`src/rtl/sbs_pkg.sv`:
```
package sbs_pkg;

    typedef enum logic [1:0] {
        CMD_NOP   = 2'd0,
        CMD_READ  = 2'd1,
        CMD_WRITE = 2'd2,
        CMD_RSVD  = 2'd3
    } sbs_cmd_e;

    // burst length select to wrap mask (BL-1)
    function automatic logic [2:0] bl_mask(input logic [1:0] sel);
        case (sel)
            2'd0:    return 3'd0;
            2'd1:    return 3'd1;
            2'd2:    return 3'd3;
            default: return 3'd7;
        endcase
    endfunction

endpackage

```
`src/rtl/sbs_col_next.sv`:
```
module sbs_col_next #(
    parameter int COL_W = 9
) (
    input  logic [COL_W-1:0] cur,
    input  logic [2:0]       mask,
    output logic [COL_W-1:0] nxt
);
    logic [COL_W-1:0] wide_mask;
    logic [COL_W-1:0] inc;

    always_comb begin
        wide_mask = {{(COL_W-3){1'b0}}, mask};
        inc       = cur + 1'b1;
        nxt       = (cur & ~wide_mask) | (inc & wide_mask);
    end
endmodule

```
`src/rtl/sbs_cke_gate.sv`:
```
module sbs_cke_gate (
    input  logic clk,
    input  logic rst,
    input  logic cke,
    input  logic busy,
    output logic frozen
);
    logic ien_d, ien_q;

    always_comb begin
        ien_d  = cke;
        frozen = busy && !ien_q;
    end

    always_ff @(posedge clk) begin
        if (rst) ien_q <= 1'b1;
        else     ien_q <= ien_d;
    end
endmodule

```
`src/rtl/sdram_burst_susp.sv`:
```
module sdram_burst_susp #(
    parameter int BANK_W = 2,
    parameter int COL_W  = 9,
    parameter int DATA_W = 16
) (
    input  logic              clk,
    input  logic              rst,
    input  logic              cke,
    input  logic [1:0]        cmd,
    input  logic [BANK_W-1:0] bank,
    input  logic [COL_W-1:0]  col,
    input  logic [1:0]        bl_sel,
    input  logic [DATA_W-1:0] wdata,
    input  logic [DATA_W-1:0] arr_rdata,
    output logic [BANK_W-1:0] arr_bank,
    output logic [COL_W-1:0]  arr_col,
    output logic [DATA_W-1:0] rdata,
    output logic              rvalid,
    output logic              wstrobe,
    output logic [BANK_W-1:0] wbank,
    output logic [COL_W-1:0]  wcol,
    output logic [DATA_W-1:0] wcap,
    output logic              frozen
);
    import sbs_pkg::*;

    typedef struct packed {
        logic              active;
        logic              is_rd;
        logic [BANK_W-1:0] bnk;
        logic [COL_W-1:0]  cur;
        logic [2:0]        cnt;
        logic [2:0]        mask;
        logic [DATA_W-1:0] rd;
        logic              rv;
        logic              ws;
        logic [BANK_W-1:0] wb;
        logic [COL_W-1:0]  wc;
        logic [DATA_W-1:0] wd;
    } st_t;

    st_t st_d, st_q;
    logic             busy;
    logic [2:0]       cmd_mask;
    logic [COL_W-1:0] start_nxt;
    logic [COL_W-1:0] cur_nxt;
    sbs_cmd_e         cmd_e;

    assign busy     = st_q.active;
    assign cmd_mask = bl_mask(bl_sel);
    assign cmd_e    = sbs_cmd_e'(cmd);

    sbs_cke_gate i_gate (
        .clk    (clk),
        .rst    (rst),
        .cke    (cke),
        .busy   (busy),
        .frozen (frozen)
    );

    sbs_col_next #(.COL_W(COL_W)) i_start_nxt (
        .cur  (col),
        .mask (cmd_mask),
        .nxt  (start_nxt)
    );

    sbs_col_next #(.COL_W(COL_W)) i_cur_nxt (
        .cur  (st_q.cur),
        .mask (st_q.mask),
        .nxt  (cur_nxt)
    );

    always_comb begin
        st_d    = st_q;
        st_d.ws = 1'b0;
        if (!frozen) begin
            // read path: deliver current column of a running read burst
            if (st_q.active && st_q.is_rd) begin
                st_d.rd = arr_rdata;
                st_d.rv = 1'b1;
            end else begin
                st_d.rv = 1'b0;
            end
            // write path: capture current column of a running write burst
            if (st_q.active && !st_q.is_rd) begin
                st_d.ws = 1'b1;
                st_d.wb = st_q.bnk;
                st_d.wc = st_q.cur;
                st_d.wd = wdata;
            end
            // advance the burst
            if (st_q.active) begin
                st_d.cur = cur_nxt;
                st_d.cnt = st_q.cnt + 3'd1;
                if (st_q.cnt == st_q.mask) st_d.active = 1'b0;
            end
            // new command ends any running burst
            case (cmd_e)
                CMD_READ: begin
                    st_d.active = 1'b1;
                    st_d.is_rd  = 1'b1;
                    st_d.bnk    = bank;
                    st_d.cur    = col;
                    st_d.cnt    = 3'd0;
                    st_d.mask   = cmd_mask;
                end
                CMD_WRITE: begin
                    st_d.ws     = 1'b1;
                    st_d.wb     = bank;
                    st_d.wc     = col;
                    st_d.wd     = wdata;
                    st_d.active = (cmd_mask != 3'd0);
                    st_d.is_rd  = 1'b0;
                    st_d.bnk    = bank;
                    st_d.cur    = start_nxt;
                    st_d.cnt    = 3'd1;
                    st_d.mask   = cmd_mask;
                end
                default: ;
            endcase
        end
    end

    always_ff @(posedge clk) begin
        if (rst) st_q <= '0;
        else     st_q <= st_d;
    end

    assign arr_bank = st_q.bnk;
    assign arr_col  = st_q.cur;
    assign rdata    = st_q.rd;
    assign rvalid   = st_q.rv;
    assign wstrobe  = st_q.ws;
    assign wbank    = st_q.wb;
    assign wcol     = st_q.wc;
    assign wcap     = st_q.wd;
endmodule

```
`config.mk`:
```
export PLATFORM = sky130hd
export DESIGN_NAME = sdram_burst_susp
export DESIGN_NICKNAME = d
export VERILOG_FILES = /design/src/rtl/sbs_pkg.sv /design/src/rtl/sbs_col_next.sv /design/src/rtl/sbs_cke_gate.sv /design/src/rtl/sdram_burst_susp.sv
export SDC_FILE = /design/constraint.sdc
export NUM_CORES = 1
export LEC_CHECK = 0
export ABC_AREA = 1
export BUFFER_PORTS_ARGS = -buffer_cell sky130_fd_sc_hd__buf_2
export CORE_ASPECT_RATIO = 1.4
export CORE_MARGIN = 2
export CORE_UTILIZATION = 35
export DETAILED_ROUTE_END_ITERATION = 10
export HOLD_SLACK_MARGIN = 0.15
export PLACE_DENSITY = 0.65
export SLEW_MARGIN = 0
export SYNTH_ARGS = -nofsm -noshare
export SYNTH_HDL_FRONTEND = slang
export SYNTH_SLANG_ARGS = --single-unit
```
`constraint.sdc`:
```
create_clock -name clk -period 1.4 [get_ports clk]
set_input_delay 0.28 -clock clk [delete_from_list [all_inputs] [get_ports clk]]
set_output_delay 0.28 -clock clk [all_outputs]
set_load 0.05 [all_outputs]
```
==> metrics.cfg, run 1 <==
[outcome]
status=finished, final reports clean

[detailed_routing]
via_count=2689
drt_iter0_drc=122
vias_per_cell=4.58
ant_nets=0
drc=0
post_drt_wl_per_cell_um=12.3
dr.pass1.iters=4
routed_wl_um=7250

[clock_network]
htree_levels=3
clk_pin_slew_ns=0.05
cts_max_path_buffers=2
clk_latency_ns=0.33
postCtsSetupBuffers=0
cts_sinks=65
cts_buffers=9
cts_root_buf=clkbuf_16
cts_tree=done

[pwr]
clkPwrFrac=0.433
power.share.combinational=0.200
p_sw_mw=1.66
vdd_drop_max_uv=770
finalPower_mw=5.63
p_leak_nw=1.82
p_sw_frac=0.295
internal_power_mw=3.97
p_per_area_mw_per_mm2=1490
sequentialPowerShare=0.367

[place]
port_buffers=106
hpwl_um=5400
place_congestion=0.847

[sta]
period_share=0.959
fin_skew_ns=0.00267
fin_crit_ns=1.34
drv_slew=0
final.setup.tns_ns=0
final-setup-viol-count=0
finalHoldViolCount=0
worst_pin_slew_ns=0.329
rsz0062_at_grt=yes
slew_headroom=0.780
max_freq_ghz=0.745

[synth]
post_synth_instance_area_mm2=0.00314
synthTopCellsByArea=dfxtp_1 (41%), buf_4 (13%), o21ai_0 (8.3%), nor2_1 (7.1%), nand2_1 (6.0%)
ys_types=31
syn_nets=469
synth_fa_ha_area_frac=0.0199
synth_top_family_by_area=buffers and inverters
async_reset_ff_frac=0
synth_top_area_frac=0.415
ys_ff_latch=65
synth_common_cells=dfxtp_1 (65), nor2_1 (59), buf_4 (55), o21ai_0 (52), nand2_1 (50)
synth_most_common_cell=dfxtp_1
ys_seq_area_frac=0.415
synth_area_leader_cell=dfxtp_1
muxShareOfSynthArea=0.00319
ys.flop_type=dfxtp_1
synth_xor_area_frac=0.0167
synth_edf_count=0
yosys_warnings=0
synth_compound_area_frac=0.165
yosys.area_share.simple=0.172
syn_inst=414
avgSynthCellArea_um2=7.58

[critical_path]
worstSetupPathType=flip-flop to output port
startpoint_type=flip-flop
critical_path_required_ns=1.12
r2r_cells=6
cp_data_arrival_time_ns=1.06
crit_path_max_fanout=5
crit_path_end_kind=output port
rrSetupSlack_ns=0.08

[grt]
grt_max_degree=34
grt_pass1_vias=2399
track_usage=0.150
grt_overflow_total=0
antenna_found_initial=0
grt_pass1_wl_um=11400

[job]
cap_violations=0

[finish]
n_fill_cell=889
syn2layout_area_growth_pct=20.5
nets=532
drive_above_1_share=0.311
multi_input_area_mm2=0.00119
regArea_mm2=0.00130
diodes=0

[floorplanning]
num_io_pins=107
fp.dieArea_mm2=0.00975
rows=40
start_util=0.363
die_h_um=116
die_w_um=84.0
core_mm2=0.00866

[hold_path]
min_path_cells=3
hold_path.class=primary input to flip-flop

==> metrics by stage <==
step	utilization	worst slack [ns]	hold WS [ns]	area [µm²]	cells
floorplan	-	0.0246	0.384	3140	414
global placement	0.395	-0.110	0.427	3420	570
detailed placement	0.395	-0.187	0.433	3420	570
CTS	0.436	0.0101	0.181	3770	587
global route	0.437	-0.00209	0.201	3780	587
finish	0.437	0.0573	0.190	3780	587
==> cells by family (layout without fill, tap and decap cells) <==
kind of cell | count (synthesis) | after routing
xor+xnor | 6 | 6
buf+inv | 109 | 177
compound gates | 98 | 98
flops | 65 | 65
simple gates | 130 | 130
mux | 1 | 1
fa+ha+maj | 5 | 5
==> power groups by stage <==
| stage | Combinational, mW | Sequential (mW) | Clock (mW) |
|---|---|---|---|
| 2_1_floorplan | 0.967 | 2.10 | 0 |
| 3_3_place_gp | 1.11 | 2.10 | 0 |
| 3_5_place_dp | 1.12 | 2.11 | 0 |
| 4_1_cts | 1.13 | 2.07 | 2.50 |
| 5_1_grt | 1.23 | 2.08 | 2.58 |
| 6_report | 1.12 | 2.07 | 2.44 |
==> cell usage in the layout (no fill, tap or decap), drive strengths merged <==
master | Yosys | final
a21o | 1 | 1
a21oi | 35 | 35
a22oi | 1 | 1
buf | 61 | 120
bufinv | 0 | 2
clkbuf | 9 | 12
clkinv | 0 | 2
clkinvlp | 0 | 1
dfxtp | 65 | 65
dlygate4sd3 | 0 | 1
ha | 5 | 5
inv | 39 | 39
mux2i | 1 | 1
nand2 | 51 | 51
nand3 | 12 | 12
nand3b | 1 | 1
nor2 | 63 | 63
nor3 | 1 | 1
o21ai | 56 | 56
o22ai | 5 | 5
or2 | 2 | 2
xnor2 | 4 | 4
xor2 | 2 | 2
==> registers in the layout, indices dropped and copies added, names as in the netlist, 2 cells and up, named ones only <==
signal	count
wbank	2
arr_col	7
arr_bank	2
st_q	7
rdata	16
wcap	16
wcol	9
==> worst max-delay path, cell delays in order (launching register included) <==
cell and delay [ns]:
dfxtp_2 0.35, inv_2 0.08, nor2_8 0.14, buf_8 0.16
==> metal layers <==
metal | up-vias | track usage | share of wire
met5 | - | 0 | 0
met4 | 0 | 0.0785 | 0.016
met3 | 7 | 0.0484 | 0.057
met2 | 70 | 0.257 | 0.52
met1 | 1217 | 0.167 | 0.40
li1 | 1395 | - | -
==> layout make-up <==
cell class	instances	share of cell area
clock inverter	5	0.0205
timing repair buffer	122	0.179
sequential	65	0.344
clock buffer	11	0.0668
inverter	39	0.0400
multi-input combinational	240	0.314
tap	105	0.0347
==> what timing repair did <==
action                                  CTS  global route
hold endpoints to repair                  1             0
resized for setup                         4             2
endpoints found under the setup margin    1             9
hold buffers                              1             0
==> worst paths after layout <==
path,start,to
max,busy,frozen
min,wdata[6],wcap[6]
max reg2reg,busy,arr_col[7]
min reg2reg,rdata[5],rdata[5]
No activity file was read; power rests on OpenSTA's default activity.
==> run 2: changes to the inputs <==
CORE_UTILIZATION = 45   (was 35)
PLACE_DENSITY = 0.8   (was 0.65)
TNS_END_PERCENT = 20   (was unset)
==> run 2 against run 1 <==
Cell area decreased by 3.0%. Hold slack got worse by 0.0023 ns. Routed wire length decreased by 4.4%. Utilization increased by 9.9 points. Clock power decreased by 31%. Sequential power about the same. Non-clock buffer count increased by 1. Critical path depth unchanged. Register-to-register slack improved by 0.03 ns. Sequential share of layout area increased by 1.1 points. Largest cell class unchanged.
==> metrics.cfg, run 2 (synthesis results as in run 1) <==
[outcome]
status=finished, final reports clean

[pwr]
p_sw_frac=0.319  ; +0.0234
internal_power_mw=3.32  ; -16%
sequentialPowerShare=0.424  ; +0.057
clkPwrFrac=0.344  ; -0.089
vdd_drop_max_uv=608  ; -21%
p_sw_mw=1.55  ; -6.7%
finalPower_mw=4.87  ; -14%
power.share.combinational=0.232  ; +0.032
p_leak_nw=1.78  ; -2.5%
p_per_area_mw_per_mm2=1330  ; -11%

[sta]
fin_crit_ns=1.38  ; +0.0329 ns
max_freq_ghz=0.727  ; -2.4%
fin_skew_ns=0.0103  ; +0.00758 ns
worst_pin_slew_ns=0.351  ; +0.0218 ns
rsz0062_at_grt=yes
slew_headroom=0.766  ; -0.0144
final-setup-viol-count=0  ; unchanged
drv_slew=0  ; unchanged
period_share=0.983  ; +0.0235
finalHoldViolCount=0  ; unchanged

[floorplanning]
die_h_um=103  ; -11%
num_io_pins=107  ; unchanged
start_util=0.459  ; +0.0959
rows=36  ; -10%
core_mm2=0.00685  ; -21%
die_w_um=74.6  ; -11%
fp.dieArea_mm2=0.00767  ; -21%

[job]
cap_violations=0  ; unchanged

[clock_network]
cts_root_buf=clkbuf_8
cts_buffers=9  ; unchanged
clk_pin_slew_ns=0.07  ; +0.02 ns
clk_latency_ns=0.34  ; about the same
htree_levels=3  ; unchanged
cts_max_path_buffers=2  ; unchanged
cts_tree=done
cts_sinks=65  ; unchanged

[grt]
use_met2=0.308  ; +0.0512
antenna_found_initial=0  ; unchanged
grt_max_degree=34  ; unchanged
grt_pass1_vias=2409  ; +0.42%
grt_overflow_total=0  ; unchanged
grt-busiest-layer=met2
grt_pass1_wl_um=10700  ; -6.4%
grtUsageMet1=0.198  ; +0.0308
track_usage=0.182  ; +0.0318
use_met3=0.0489  ; +0.000443

[critical_path]
startpoint_type=flip-flop
slowest_delay_ns=0.38  ; +0.03 ns
crit_path_end_kind=output port
rrSetupSlack_ns=0.11  ; +0.03 ns
r2r-end=arr_col[8]
r2r_cells=6  ; unchanged
crit_path_max_fanout=5  ; unchanged
worstSetupPathType=flip-flop to output port
critical_path_required_ns=1.12  ; about the same
slowest_stage=dfxtp_4
r2r-start=busy
crit_chain=inv_6, nor2_8, buf_8
cp_data_arrival_time_ns=1.10  ; +0.04 ns

[detailed_routing]
drc=0  ; unchanged
via_count=2750  ; +2.3%
dr.pass1.iters=4  ; unchanged
ant_nets=0  ; unchanged
post_drt_wl_per_cell_um=12.0  ; -2.9%
vias_per_cell=4.76  ; +3.9%
drt_iter0_drc=81  ; -34%
routed_wl_um=6930  ; -4.4%

[finish]
mostFrequentLayoutCells=buf_2 (104), dfxtp_1 (64), nor2_1 (59)
syn2layout_area_growth_pct=16.9
layout_commonest_cell=buf_2
post-route-util=0.536  ; +0.0992
nets=533  ; +0.19%
drive_above_1_share=0.311  ; -0.000644
diodes=0  ; unchanged
n_fill_cell=686  ; -23%

[place]
place_congestion=0.897  ; +5.9%
port_buffers=106  ; unchanged
hpwl_um=5140  ; -4.7%

[hold_path]
min_to=wcap[5]
min_from=wdata[5]
min_path_cells=3  ; unchanged
hold_path.class=primary input to flip-flop

==> run 2: power by group through the flow <==
stage                     Sequential [mW]  Combinational, mW  Clock [mW]
after floorplan                      2.10              0.967           0
after global placement               2.10               1.10           0
after detailed placement             2.11               1.12           0
after CTS                            2.07               1.13        1.73
after global routing                 2.08               1.23        1.82
final                                2.07               1.13        1.68
==> run 2: worst max-delay path: cells and delay by family (launching register included) <==
family | cells | cell delay (ns)
buf+inv | 2 | 0.22
flops | 1 | 0.38
simple gates | 1 | 0.16
==> run 2: how the worst max path moves through the flow <==
stage | startpoint | to | slack [ns]
floorplan | cmd[0] | wcap[10] | 0.02
global placement | cmd[0] | flip-flop | -0.08
detailed placement | cmd[0] | arr_col[8] | -0.15
CTS | busy | frozen | 0.007
global route | busy | frozen | -0.03
finish | busy | frozen | 0.02
==> run 2: timing repair <==
action                                 in CTS  in global routing
hold buffers                                1                  0
setup buffers                               0                  0
setup endpoints to repair                   2                  7
endpoints found under the hold margin       1                  0
gates resized for setup                     5                  3
pin swaps                                   0                  1
==> run 2: cell type report <==
class	instances	area, µm²	share of cell area
Clock inverter	6	82.6	0.0225
Timing Repair Buffer	123	698	0.190
Sequential cell	65	1310	0.356
Multi-Input combinational cell	240	1180	0.322
Clock buffer	10	128	0.0348
Tap cell	95	119	0.0324
Inverter	39	156	0.0426
==> run 2: per-stage QoR <==
| stage | instance area (µm²) | setup slack [ns] | hold slack, ns | instances | TNS, ns |
|---|---|---|---|---|---|
| final | 3670 | 0.0244 | 0.188 | 578 | 0 |
| after global routing | 3670 | -0.0345 | 0.182 | 578 | -0.0345 |
| after CTS | 3660 | 0.00747 | 0.174 | 578 | 0 |
| after detailed placement | 3430 | -0.153 | 0.432 | 561 | -1.91 |
| after global placement | 3430 | -0.0844 | 0.428 | 561 | -0.788 |
| after floorplan | 3140 | 0.0246 | 0.384 | 414 | 0 |
==> run 2: per-layer routing <==
metal  up-vias  wire (µm)
met5         -          0
met4         0        263
met3        21        346
met2        84       3500
met1      1244       2830
li1       1401          -
==> run 3: changes to the inputs <==
CORE_UTILIZATION = 46   (was 45)
SYNTH_HIERARCHICAL = 1   (was unset)
==> run 3 against run 2 <==
Power decreased by 2.5%. Clock skew decreased by 0.0043 ns. Hold slack worse by 0.022 ns. Combinational power rose by 18%. Utilization shrank 0.062 points. Critical path type unchanged. Largest power group unchanged. Highest routed layer unchanged.
==> metrics.cfg, run 3 <==
[sta]
period_share=0.980  ; -0.00300
worst_slack_ns=0.0286  ; +0.00420 ns
drv_slew=0  ; unchanged
fin_skew_ns=0.00595  ; -0.00431 ns
fin_crit_ns=1.37  ; -0.00420 ns
hold_ws_ns=0.166  ; -0.0217 ns
max_freq_ghz=0.729  ; +0.31%
slew_headroom=0.751  ; -0.0150
finalHoldViolCount=0  ; unchanged
rsz0062_at_grt=yes
worst_pin_slew_ns=0.373  ; +0.0217 ns
final-setup-viol-count=0  ; unchanged

[floorplanning]
die_h_um=106  ; +3.1%
core_mm2=0.00727  ; +6.2%
fp.dieArea_mm2=0.00815  ; +6.2%
die_w_um=76.9  ; +3.0%
start_util=0.470  ; +0.0118
num_io_pins=107  ; unchanged
rows=37  ; +2.8%

[detailed_routing]
routed_wl_um=7730  ; +12%
drc=0  ; unchanged
ant_nets=0  ; unchanged
vias_per_cell=4.88  ; +2.6%
wl_met2_um=3860  ; +10%
dr.pass1.iters=4  ; unchanged
post_drt_wl_per_cell_um=12.2  ; +1.7%
wl_met1_um=3210  ; +14%
via_count=3094  ; +13%
maxUsedRoutingLayer=met4
drt_iter0_drc=134  ; +65%
met3_length_um=511  ; +48%

[synth]
synth_top_area_frac=0.381  ; -0.0338
avgSynthCellArea_um2=7.12  ; -6.1%
synth_area_leader_cell=dfxtp_1
synthTopCellsByArea=dfxtp_1 (38%), buf_4 (15%), nand2_1 (9.0%), nor2_1 (6.6%), o21ai_0 (6.6%)
ys_types=23  ; -26%
ys_ff_latch=65  ; unchanged
async_reset_ff_frac=0  ; unchanged
yosys_warnings=6  ; +6
synth_common_cells=nand2_1 (82), buf_4 (69), dfxtp_1 (65), nor2_1 (60), o21ai_0 (45)
ys.flop_type=dfxtp_1
synth_most_common_cell=nand2_1
ys_seq_area_frac=0.381  ; -0.0338
post_synth_instance_area_mm2=0.00342  ; +8.9%
syn_inst=480  ; +16%
syn_nets=537  ; +14%
synth_edf_count=0  ; unchanged

[finish]
drive_above_1_share=0.291  ; -0.0201
postLayoutCellArea_mm2=0.00389  ; +6.0%
diodes=0  ; unchanged
nets=590  ; +11%
mostFrequentLayoutCells=buf_2 (105), nand2_1 (81), dfxtp_1 (64)
syn2layout_area_growth_pct=13.8
post-route-util=0.535  ; -0.000625
layout_commonest_cell=buf_2

[critical_path]
crit_path_end_kind=output port
critical_path_buf_inv_count=2  ; unchanged
critical_path_required_ns=1.12  ; about the same
cp_data_arrival_time_ns=1.09  ; about the same
crit_family=flip-flops
worstSetupPathType=flip-flop to output port
setup.worst_path.start=busy
crit_chain=inv_4, nor2_4, buf_8
startpoint_type=flip-flop
slowest_stage=dfxtp_4
slowest_delay_ns=0.39  ; about the same
crit_path_max_fanout=5  ; unchanged
r2r-start=busy

[place]
dp_slack_ns=-0.278  ; -0.125 ns
place_congestion=0.839  ; -6.4%
port_buffers=106  ; unchanged
hpwl_um=5690  ; +11%
placed_area_mm2=0.00365  ; +6.4%

[clock_network]
cts_buffers=9  ; unchanged
clk_pin_slew_ns=0.07  ; about the same
cts_root_buf=clkbuf_8
htree_levels=3  ; unchanged
cts_sinks=65  ; unchanged
cts_tree=done
cts_max_path_buffers=2  ; unchanged
clk_latency_ns=0.34  ; about the same

[pwr]
sequentialPowerShare=0.440  ; +0.016
p_per_area_mw_per_mm2=1220  ; -8.0%
clkPwrFrac=0.280  ; -0.064
p_sw_mw=1.67  ; +7.5%
internal_power_mw=3.08  ; -7.1%
p_sw_frac=0.351  ; +0.0325
p_leak_nw=1.90  ; +7.2%
vdd_drop_max_uv=507  ; -17%
power.share.combinational=0.280  ; +0.048

[outcome]
status=finished, final reports clean

[hold_path]
min_from=arr_rdata[3]
hold_path.class=primary input to flip-flop

[grt]
track_usage=0.194  ; +0.0118
grt_pass1_vias=2793  ; +16%
grt_max_degree=41  ; +21%
grt_overflow_total=0  ; unchanged
antenna_found_initial=0  ; unchanged
grt_pass1_wl_um=12600  ; +18%

[job]
cap_violations=0  ; unchanged

## run 3: power by group through the flow
stage,logic (mW),registers [mW],clock network [mW]
floorplan,1.12,2.11,0
global placement,1.28,2.12,0
detailed placement,1.29,2.13,0
CTS,1.32,2.09,1.37
global route,1.45,2.10,1.45
finish,1.33,2.09,1.33
## run 3: path summary, 6_finish.rpt
path,to,cells past startpoint,slack (ns)
min,rdata[3],3,0.17
max,frozen,3,0.03
min reg2reg,rvalid,2,0.47
max reg2reg,wcap[9],7,0.07
## run 3: routing by layer
metal,vias to the layer above,track usage
met2,103,0.340
met1,1389,0.223
li1,1592,-
met4,0,0.0935
met5,-,0
met3,10,0.0407
## run 3: stage by stage
step | TNS [ns] | total power [mW] | std cells
finish | 0 | 4.75 | 634
global route | -0.117 | 5.01 | 634
CTS | -0.0143 | 4.78 | 633
detailed placement | -6.99 | 3.42 | 615
global placement | -4.87 | 3.40 | 615
floorplan | 0 | 3.23 | 480
## run 3: cells by family (layout without fill, tap and decap cells)
family	count (synthesis)	after routing	share of synthesized area
simple gates	174	174	0.207
buf+inv	121	178	0.212
compound gates	111	111	0.170
flops	65	65	0.381
fa+ha+maj	7	7	0.0256
xor+xnor	2	2	0.00513
## run 3: final cells by class
class / count / area [µm²]
tap: 97 / 121
clock buffer: 15 / 156
inverter: 34 / 138
timing repair buffer: 129 / 748
multi-input combinational: 294 / 1420
sequential: 65 / 1310
fill: 721 / 3380
## run 3: worst min-delay path: cells and delay by family
family | cells | cell delay (ns)
buffers and inverters | 1 | 0.08
AND/OR/NAND/NOR | 2 | 0.11
## run 3: timing repair
item	CTS	global route
gates resized for setup	9	8
setup endpoints to repair	56	32
endpoints found under the hold margin	1	0
setup buffers	2	1
hold buffers	1	0
pin swaps	1	2
